$ cat config.mk
export PLATFORM = sky130hd
export DESIGN_NAME = cfg_commit_guard
export DESIGN_NICKNAME = d
export VERILOG_FILES = /design/src/rtl/ccg_pkg.sv /design/src/rtl/ccg_lock.sv /design/src/rtl/ccg_commit.sv /design/src/rtl/ccg_afsel.sv /design/src/rtl/cfg_commit_guard.sv
export SDC_FILE = /design/constraint.sdc
export NUM_CORES = 1
export LEC_CHECK = 0
export BUFFER_PORTS_ARGS = -buffer_cell sky130_fd_sc_hd__buf_2
export CORE_ASPECT_RATIO = 0.9
export CORE_MARGIN = 4
export CORE_UTILIZATION = 43
export DETAILED_ROUTE_END_ITERATION = 16
export GPL_ROUTABILITY_DRIVEN = 0
export PLACE_DENSITY = 0.9
export SYNTH_ARGS = -nofsm -noshare
export SYNTH_HDL_FRONTEND = slang
export SYNTH_SLANG_ARGS = --single-unit
$ cat constraint.sdc
create_clock -name clk -period 2.3 [get_ports clk]
set_input_delay 0.46 -clock clk [delete_from_list [all_inputs] [get_ports clk]]
set_output_delay 0.46 -clock clk [all_outputs]
set_load 0.05 [all_outputs]
$ cat src/rtl/ccg_pkg.sv
// Shared constants and types for the key-locked alternate-function guard.
// Assumes a 12-bit byte offset space and a 32-bit data bus.
package ccg_pkg;
    localparam int ADDR_W = 12;
    localparam int DATA_W = 32;
    localparam int CFG_W  = 8;

    localparam logic [ADDR_W-1:0] OFS_AFSEL  = 12'h420;
    localparam logic [ADDR_W-1:0] OFS_LOCK   = 12'h520;
    localparam logic [ADDR_W-1:0] OFS_COMMIT = 12'h524;

    localparam logic [DATA_W-1:0] UNLOCK_KEY = 32'h0ACC_E551;

    typedef enum logic [1:0] {
        SEL_NONE,
        SEL_AF,
        SEL_LOCK,
        SEL_COMMIT
    } reg_sel_e;
endpackage

$ cat src/rtl/ccg_lock.sv
// Lock state holder.
// Compares the full write word against the unlock key on each write to the
// lock offset. The key opens the lock and any other value closes it.
// Assumes wr_en is already qualified by the decoder (request, write, offset).
module ccg_lock #(
    parameter int                 DATA_W = 32,
    parameter logic [DATA_W-1:0]  KEY    = 32'h0ACC_E551
) (
    input  logic              clk,
    input  logic              rst_n,
    input  logic              wr_en,
    input  logic [DATA_W-1:0] wdata,
    output logic              locked
);
    logic key_match;

    // Full-width comparison of the write data with the key.
    always_comb begin
        key_match = (wdata == KEY);
    end

    // Lock flop: set at reset, rewritten only by a lock-offset write.
    always_ff @(posedge clk) begin
        if (!rst_n) begin
            locked <= 1'b1;
        end else if (wr_en) begin
            locked <= !key_match;
        end
    end

    AST_LOCK_ONLY_ON_WRITE: assert property (@(posedge clk) disable iff (!rst_n)
        !wr_en |=> $stable(locked));
    AST_KEY_OPENS: assert property (@(posedge clk) disable iff (!rst_n)
        (wr_en && wdata == KEY) |=> !locked);
    AST_BAD_KEY_CLOSES: assert property (@(posedge clk) disable iff (!rst_n)
        (wr_en && wdata != KEY) |=> locked);
endmodule

$ cat src/rtl/ccg_commit.sv
// Commit mask register.
// Loads the low CFG_W bits of a write only while the lock is open.
// Assumes wr_en is qualified by the decoder and locked is the current state.
module ccg_commit #(
    parameter int CFG_W = 8
) (
    input  logic             clk,
    input  logic             rst_n,
    input  logic             wr_en,
    input  logic             locked,
    input  logic [CFG_W-1:0] wdata,
    output logic [CFG_W-1:0] commit
);
    // Mask register: all ones at reset, writable only when unlocked.
    always_ff @(posedge clk) begin
        if (!rst_n) begin
            commit <= '1;
        end else if (wr_en && !locked) begin
            commit <= wdata;
        end
    end

    AST_COMMIT_FROZEN_LOCKED: assert property (@(posedge clk) disable iff (!rst_n)
        (wr_en && locked) |=> $stable(commit));
    AST_COMMIT_IDLE_STABLE: assert property (@(posedge clk) disable iff (!rst_n)
        !wr_en |=> $stable(commit));
endmodule

$ cat src/rtl/ccg_afsel.sv
// Alternate-function select register with per-bit write gating.
// Each bit takes the write data only when its commit bit is set.
// Assumes wr_en is qualified by the decoder; commit is the current mask.
module ccg_afsel #(
    parameter int CFG_W = 8
) (
    input  logic             clk,
    input  logic             rst_n,
    input  logic             wr_en,
    input  logic [CFG_W-1:0] commit,
    input  logic [CFG_W-1:0] wdata,
    output logic [CFG_W-1:0] af
);
    genvar b;
    generate
        for (b = 0; b < CFG_W; b++) begin : g_bit
            // One select bit: cleared at reset, loaded when written and committed.
            always_ff @(posedge clk) begin
                if (!rst_n) begin
                    af[b] <= 1'b0;
                end else if (wr_en && commit[b]) begin
                    af[b] <= wdata[b];
                end
            end
        end
    endgenerate

    AST_AF_UNCOMMITTED_KEPT: assert property (@(posedge clk) disable iff (!rst_n)
        wr_en |=> ((af ^ $past(af)) & ~$past(commit)) == '0);
    AST_AF_IDLE_STABLE: assert property (@(posedge clk) disable iff (!rst_n)
        !wr_en |=> $stable(af));
endmodule

$ cat src/rtl/cfg_commit_guard.sv
// Top of the key-locked alternate-function guard.
// Decodes the register bus, routes write strobes to the lock, commit and
// select registers, and registers read data and the unmapped-access error.
// Assumes one access per cycle with bus_req high and no wait states.
module cfg_commit_guard
    import ccg_pkg::*;
#(
    parameter int ADDR_W = ccg_pkg::ADDR_W,
    parameter int DATA_W = ccg_pkg::DATA_W,
    parameter int CFG_W  = ccg_pkg::CFG_W
) (
    input  logic              clk,
    input  logic              rst_n,
    input  logic              bus_req,
    input  logic              bus_we,
    input  logic [ADDR_W-1:0] bus_addr,
    input  logic [DATA_W-1:0] bus_wdata,
    output logic [DATA_W-1:0] bus_rdata,
    output logic              bus_err,
    output logic [CFG_W-1:0]  af_sel
);
    localparam int PAD_CFG  = DATA_W - CFG_W;
    localparam int PAD_LOCK = DATA_W - 1;

    reg_sel_e          sel;
    logic              wr_af, wr_lock, wr_commit;
    logic              locked;
    logic [CFG_W-1:0]  commit;
    logic [DATA_W-1:0] rd_next;

    // Offset decode: exact match on the full byte offset.
    always_comb begin
        sel = SEL_NONE;
        if (bus_addr == ADDR_W'(OFS_AFSEL))  sel = SEL_AF;
        if (bus_addr == ADDR_W'(OFS_LOCK))   sel = SEL_LOCK;
        if (bus_addr == ADDR_W'(OFS_COMMIT)) sel = SEL_COMMIT;
    end

    // Write strobes for each register.
    always_comb begin
        wr_af     = bus_req && bus_we && (sel == SEL_AF);
        wr_lock   = bus_req && bus_we && (sel == SEL_LOCK);
        wr_commit = bus_req && bus_we && (sel == SEL_COMMIT);
    end

    ccg_lock #(
        .DATA_W (DATA_W),
        .KEY    (DATA_W'(UNLOCK_KEY))
    ) u_lock (
        .clk    (clk),
        .rst_n  (rst_n),
        .wr_en  (wr_lock),
        .wdata  (bus_wdata),
        .locked (locked)
    );

    ccg_commit #(
        .CFG_W (CFG_W)
    ) u_commit (
        .clk    (clk),
        .rst_n  (rst_n),
        .wr_en  (wr_commit),
        .locked (locked),
        .wdata  (bus_wdata[CFG_W-1:0]),
        .commit (commit)
    );

    ccg_afsel #(
        .CFG_W (CFG_W)
    ) u_afsel (
        .clk    (clk),
        .rst_n  (rst_n),
        .wr_en  (wr_af),
        .commit (commit),
        .wdata  (bus_wdata[CFG_W-1:0]),
        .af     (af_sel)
    );

    // Read multiplexer: zero-extended register values, zero when unmapped.
    always_comb begin
        unique case (sel)
            SEL_AF:     rd_next = {{PAD_CFG{1'b0}}, af_sel};
            SEL_LOCK:   rd_next = {{PAD_LOCK{1'b0}}, locked};
            SEL_COMMIT: rd_next = {{PAD_CFG{1'b0}}, commit};
            default:    rd_next = '0;
        endcase
    end

    // Response registers: read data for reads only, error for unmapped hits.
    always_ff @(posedge clk) begin
        if (!rst_n) begin
            bus_rdata <= '0;
            bus_err   <= 1'b0;
        end else begin
            bus_rdata <= (bus_req && !bus_we) ? rd_next : '0;
            bus_err   <= bus_req && (sel == SEL_NONE);
        end
    end

    AST_ERR_NEEDS_ACCESS: assert property (@(posedge clk) disable iff (!rst_n)
        !bus_req |=> !bus_err);
    AST_UNMAPPED_NO_EFFECT: assert property (@(posedge clk) disable iff (!rst_n)
        (bus_req && sel == SEL_NONE) |=> ($stable(locked) && $stable(commit) && $stable(af_sel)));
    AST_RDATA_IDLE_ZERO: assert property (@(posedge clk) disable iff (!rst_n)
        !(bus_req && !bus_we) |=> bus_rdata == '0);
    AST_CFG_READ_PADDED: assert property (@(posedge clk) disable iff (!rst_n)
        (bus_req && !bus_we && (sel == SEL_AF || sel == SEL_COMMIT)) |=> bus_rdata[DATA_W-1:CFG_W] == '0);
endmodule

**After elaboration in Yosys (flattened, before gate mapping)**

Cells that the tools add are included.

- Reduce and logical (&&, ||, !) cells: 20
- Eq/ne operators: 7
- Muxes and demuxes: 4

Operators with widths:

| kind | count |
|---|---|
| equality test 12 x 11 -> 1 bit, second input constant | 3 |
| equality test 32 x 28 -> 1 bit, second input constant | 1 |
| one-hot mux 8 bit (3 select lines) | 1 |
| logical AND 1 bit | 15 |
| equality test 2 bit, second input constant | 2 |
| two-way mux 2 bit | 2 |
| zero test 1 bit | 3 |
| equality test 2 x 1 -> 1 bit, second input constant | 1 |
| zero test 2 bit | 1 |
| AND reduction 2 bit | 1 |
| two-way mux 1 bit | 1 |

- Output and inout port bits: 41
- Flip-flop bits (word level): 50
- Bits of input ports: 48
- Word-level logic and storage cells: 43

**Longest topological paths before layout**

- Depth after elaboration: 7
- Gate-level depth with buffers: 6
- Gate-level depth less buffers: 4

**Modules after synthesis**

From an unflattened synthesis, not the netlist that was laid out.

- Cells, all modules: 164
- Area total of the unflattened synthesis: 1483.9 µm²

Modules (own cells, without submodules):

| module | cells each | instances | area each (µm²) | sequential area each (µm²) |
|---|---|---|---|---|
| cfg_commit_guard | 70 | 1 | 599.3 | 180.2 |
| ccg_commit | 36 | 1 | 390.4 | 160.2 |
| ccg_afsel | 43 | 1 | 357.8 | 160.2 |
| ccg_lock | 15 | 1 | 136.4 | 20.0 |

**Least setup slack after synthesis**

Ideal clock, no wire load.

- Path type: input to register
- From: input bus_addr[7]
- To: register u_afsel.af[2]
- Slack: 155 ps
- Path buffers: 2
- Arrival time: 2022 ps
- Required time: 2177 ps
- Stages on the path: 6
- Cells stage by stage: or4b_1 -> or4_4 -> buf_6 -> buf_6 -> o211ai_2 -> o31ai_2

- Longest elaborated chain between the ends: 7
- Elaborated cells on any way between the ends: 9
- Classes of those cells: eq/ne: 4; mux: 3; reduce/logical: 2

Ends and longest elaborated chain:

| element | line | RTL |
|---|---|---|
| start: declaration | cfg_commit_guard.sv:16 | `input logic [ADDR_W-1:0] bus_addr,` |
| equality test 12 x 11 -> 1 bit | cfg_commit_guard.sv:34 | `if (bus_addr == ADDR_W'(OFS_AFSEL)) sel = SEL_AF;` |
| two-way mux 1 bit | cfg_commit_guard.sv:34 |  |
| two-way mux 2 bit | cfg_commit_guard.sv:35 | `if (bus_addr == ADDR_W'(OFS_LOCK)) sel = SEL_LOCK;` |
| two-way mux 2 bit * | cfg_commit_guard.sv:36 | `if (bus_addr == ADDR_W'(OFS_COMMIT)) sel = SEL_COMMIT;` |
| equality test 2 x 1 -> 1 bit * | cfg_commit_guard.sv:41 | `wr_af = bus_req && bus_we && (sel == SEL_AF);` |
| logical AND 1 bit * | cfg_commit_guard.sv:41 |  |
| logical AND 1 bit * | ccg_afsel.sv:21 | `end else if (wr_en && commit[b]) begin` |
| end signal: indexed assignment | ccg_afsel.sv:22 | `af[b] <= wdata[b];` |
| end: declaration | ccg_afsel.sv:12 | `output logic [CFG_W-1:0] af` |

Mark *: on every way between the ends. The rest lies on a longest branch, timed or not.
A chain may end at the register's enable or synchronous reset.

**Worst setup path after layout**

- From: input bus_addr[7]
- To: register u_afsel.af[1]

Same word-level chain as after synthesis.

==> results by group <==
Place
  – Dpl ws: 0.00406 ns
  – Placed cell count: 260
  – DP Wirelength: 2840 um
  – # port buffers: 64
  – Placed Instance Area: 0.00171 mm^2

Hold path
  – Hold Crit Class: in -> reg
  – Hold path depth: 3

Global route
  – Initial antenna violation count: 0
  – Largest net degree at the start of global routing: 27
  – Vias in the first global route: 1180
  – Total Routing Usage GR: 14.6%
  – Total gr overflow: 0
  – First-pass GRT wire length: 5230 um

CTS
  – Clock sinks: 26
  – Hold buffers post-CTS: 0
  – CTS tree: done
  – H-tree levels: 1
  – Clk slew on worst S/H paths: 0.09 ns
  – Setup bufs post-CTS: 0
  – CTS max path bufs: 2
  – Post-cts sizing count: 0
  – CTS root buffer: clkbuf_8
  – CTS Buf Count: 3
  – Worst skew pair latency: 0.27 ns

Setup path
  – R2R depth: 5
  – CP Launch Type: primary input
  – Worst Path Required: 2.46 ns
  – Crit Path Max Fanout: 16
  – Critical path class: in -> reg
  – Critical Path AT: 2.15 ns
  – Crit path capture type: register

Yosys
  – Synth area leader: dfxtp_1
  – Most frequent cell after synthesis: dfxtp_1
  – Yosys warning total: 0
  – Cell count after synthesis: 160
  – Netlist cell types: 34
  – Post-synth top cells: dfxtp_1, nand2_1, buf_4
  – Cell Area, Synth: 0.00145 mm^2
  – Ys flop type: dfxtp_1
  – Syn_area_per_cell: 9.08 um^2
  – Sequential area share after synthesis: 35.8%
  – Post-synth top area share: 35.8%
  – Post-synth EDFFs: 0
  – Top cells by area, synth: dfxtp_1, buf_4, o31ai_2, nand2_1, mux2i_1
  – Post-synthesis register bit count: 26
  – Ys async rst share: 0%

Layout
  – Antenna diode count: 0
  – Post-Layout Cell Count: 264
  – Layout cell share with drive strength beyond 1: 37.4%
  – Synth-to-Final Area Change: 22.6%
  – Fillers: 289
  – Fin area: 0.00178 mm^2
  – Nets: 271

Floorplan
  – Core area: 0.00314 mm^2
  – IO Count: 89
  – Initial core utilization: 46.3%
  – Die footprint: 0.00437 mm^2
  – Die X: 69.3 um
  – DIE HEIGHT: 63.1 um
  – # rows: 19

STA
  – Hold WS: 0.431 ns
  – Fin. Hold Viols: 0
  – TNS Setup: 0 ns
  – Final-report max-slew violation count: 0
  – Max_slew headroom: 51.4%
  – Peak Freq: 503 MHz
  – Final min period: 1.99 ns
  – Final period utilization: 86.5%
  – Setup Skew: 0.00793 ns
  – Unrepaired setup endpoints after global routing: false
  – Final worst slack: 0.311 ns
  – Final setup viols: 0
  – Tightest Pin Transition: 0.719 ns

Drt
  – Drt drc: 0
  – Routed vias: 1351
  – Pre-antenna DRT Iters: 4
  – Initial DRC count: 119
  – Vias per cell: 5.12
  – DRT antenna net count: 0
  – Final wirelength: 3470 um
  – Drt wl/cell: 13.1 um

Power and ir drop
  – P_leak: 0.000861 uW
  – Max rail drop VDD: 0.373 mV
  – PwrDens: 562 mW/mm^2

Run status
  – Outcome: finished, final reports clean

Run
  – Total of max-cap violations: 0
==> kinds of logic (layout without fill, tap and decap cells) <==
group / count (synthesis) / in the layout / synth area share [%]
AND/OR/NAND/NOR: 64 / 64 / 24.4
buffers and inverters: 33 / 72 / 15.8
AO/OA/AOI/OAI: 26 / 26 / 16.8
flip-flops: 26 / 26 / 35.8
multiplexers: 10 / 10 / 6.98
other: 1 / 24 / 0.258
==> state kept, by name, summed over array words and instances (netlist names) <==
name and flops:
bus_rdata 8, u_commit.commit 8, u_lock.locked 1, bus_err 1, u_afsel.af 8
==> layer usage <==
| metal | wire [um] | GRT usage, % | part of all wire, % | up-vias |
|---|---|---|---|---|
| met3 | 383 | 3.97 | 11 | 4 |
| met4 | 42 | 3.66 | 1.2 | 0 |
| li1 | - | - | - | 656 |
| met1 | 1370 | 19.2 | 39 | 609 |
| met2 | 1670 | 23.5 | 48 | 82 |
| met5 | 0 | 0 | 0 | - |
==> stage by stage <==
| step | power, uW | utilization (%) |
|---|---|---|
| 2_1_floorplan | 614 | - |
| 3_3_place_gp | 633 | 54.5 |
| 3_5_place_dp | 637 | 54.5 |
| 4_1_cts | 1000 | 56.7 |
| 5_1_grt | 1030 | 56.7 |
| 6_report | 1000 | 56.7 |
==> final timing paths <==
check                              startpoint  slack (ns)            endpoint
worst min register to register  u_afsel.af[7]        0.51       u_afsel.af[7]
worst max-delay path              bus_addr[7]        0.31       u_afsel.af[1]
worst max register to register  u_lock.locked        1.09  u_commit.commit[3]
worst min-delay path             bus_wdata[4]        0.43  u_commit.commit[4]
==> cells in the final DEF (no fill, tap or decap) <==
| master | Yosys | layout |
|---|---|---|
| a21boi_0 | 1 | 1 |
| a21oi_1 | 1 | 1 |
| a22oi_1 | 7 | 7 |
| a32oi_1 | 1 | 1 |
| and2_1 | 1 | 1 |
| and4_1 | 2 | 2 |
| and4b_1 | 1 | 1 |
| buf_2 | 0 | 64 |
| buf_4 | 24 | 3 |
| bufinv_16 | 0 | 1 |
| clkbuf_8 | 0 | 3 |
| conb_1 | 1 | 24 |
| dfxtp_1 | 26 | 26 |
| inv_1 | 1 | 1 |
| mux2_2 | 1 | 1 |
| mux2i_1 | 9 | 9 |
| nand2_1 | 25 | 25 |
| nand3_1 | 2 | 2 |
| nand3b_1 | 1 | 1 |
| nand4_1 | 3 | 3 |
| nand4b_1 | 1 | 1 |
| nor2_1 | 12 | 12 |
| nor2b_1 | 1 | 1 |
| nor3_1 | 1 | 1 |
| nor3b_1 | 1 | 1 |
| nor4_1 | 2 | 2 |
| nor4b_1 | 2 | 2 |
| nor4bb_1 | 5 | 5 |
| o211ai_1 | 6 | 6 |
| o211ai_2 | 2 | 2 |
| o31ai_2 | 8 | 8 |
| or3_1 | 1 | 1 |
| or4_4 | 1 | 1 |
| or4b_1 | 2 | 2 |
==> where the power goes <==
part | total [uW] | internal, uW | switching (uW)
combinational | 177 | 44.0 | 133
clock | 373 | 233 | 140
sequential | 451 | 451 | 0.147
total | 1000 | 727 | 273
==> critical path: stages <==
cell and delay, ns:
buf_2 0.10, or4b_1 0.53, or4_4 0.68, o211ai_1 0.27, o31ai_2 0.10
==> cell type report <==
type	instances	area, um^2	share of cell area, %
tap	42	52.6	2.95
multi-input combinational	124	790	44.3
sequential	26	520	29.2
timing repair buffer	67	343	19.3
clock inverter	1	30.0	1.69
clock buffer	3	41.3	2.32
inverter	1	3.75	0.211
(Power assumes the default switching activity.)
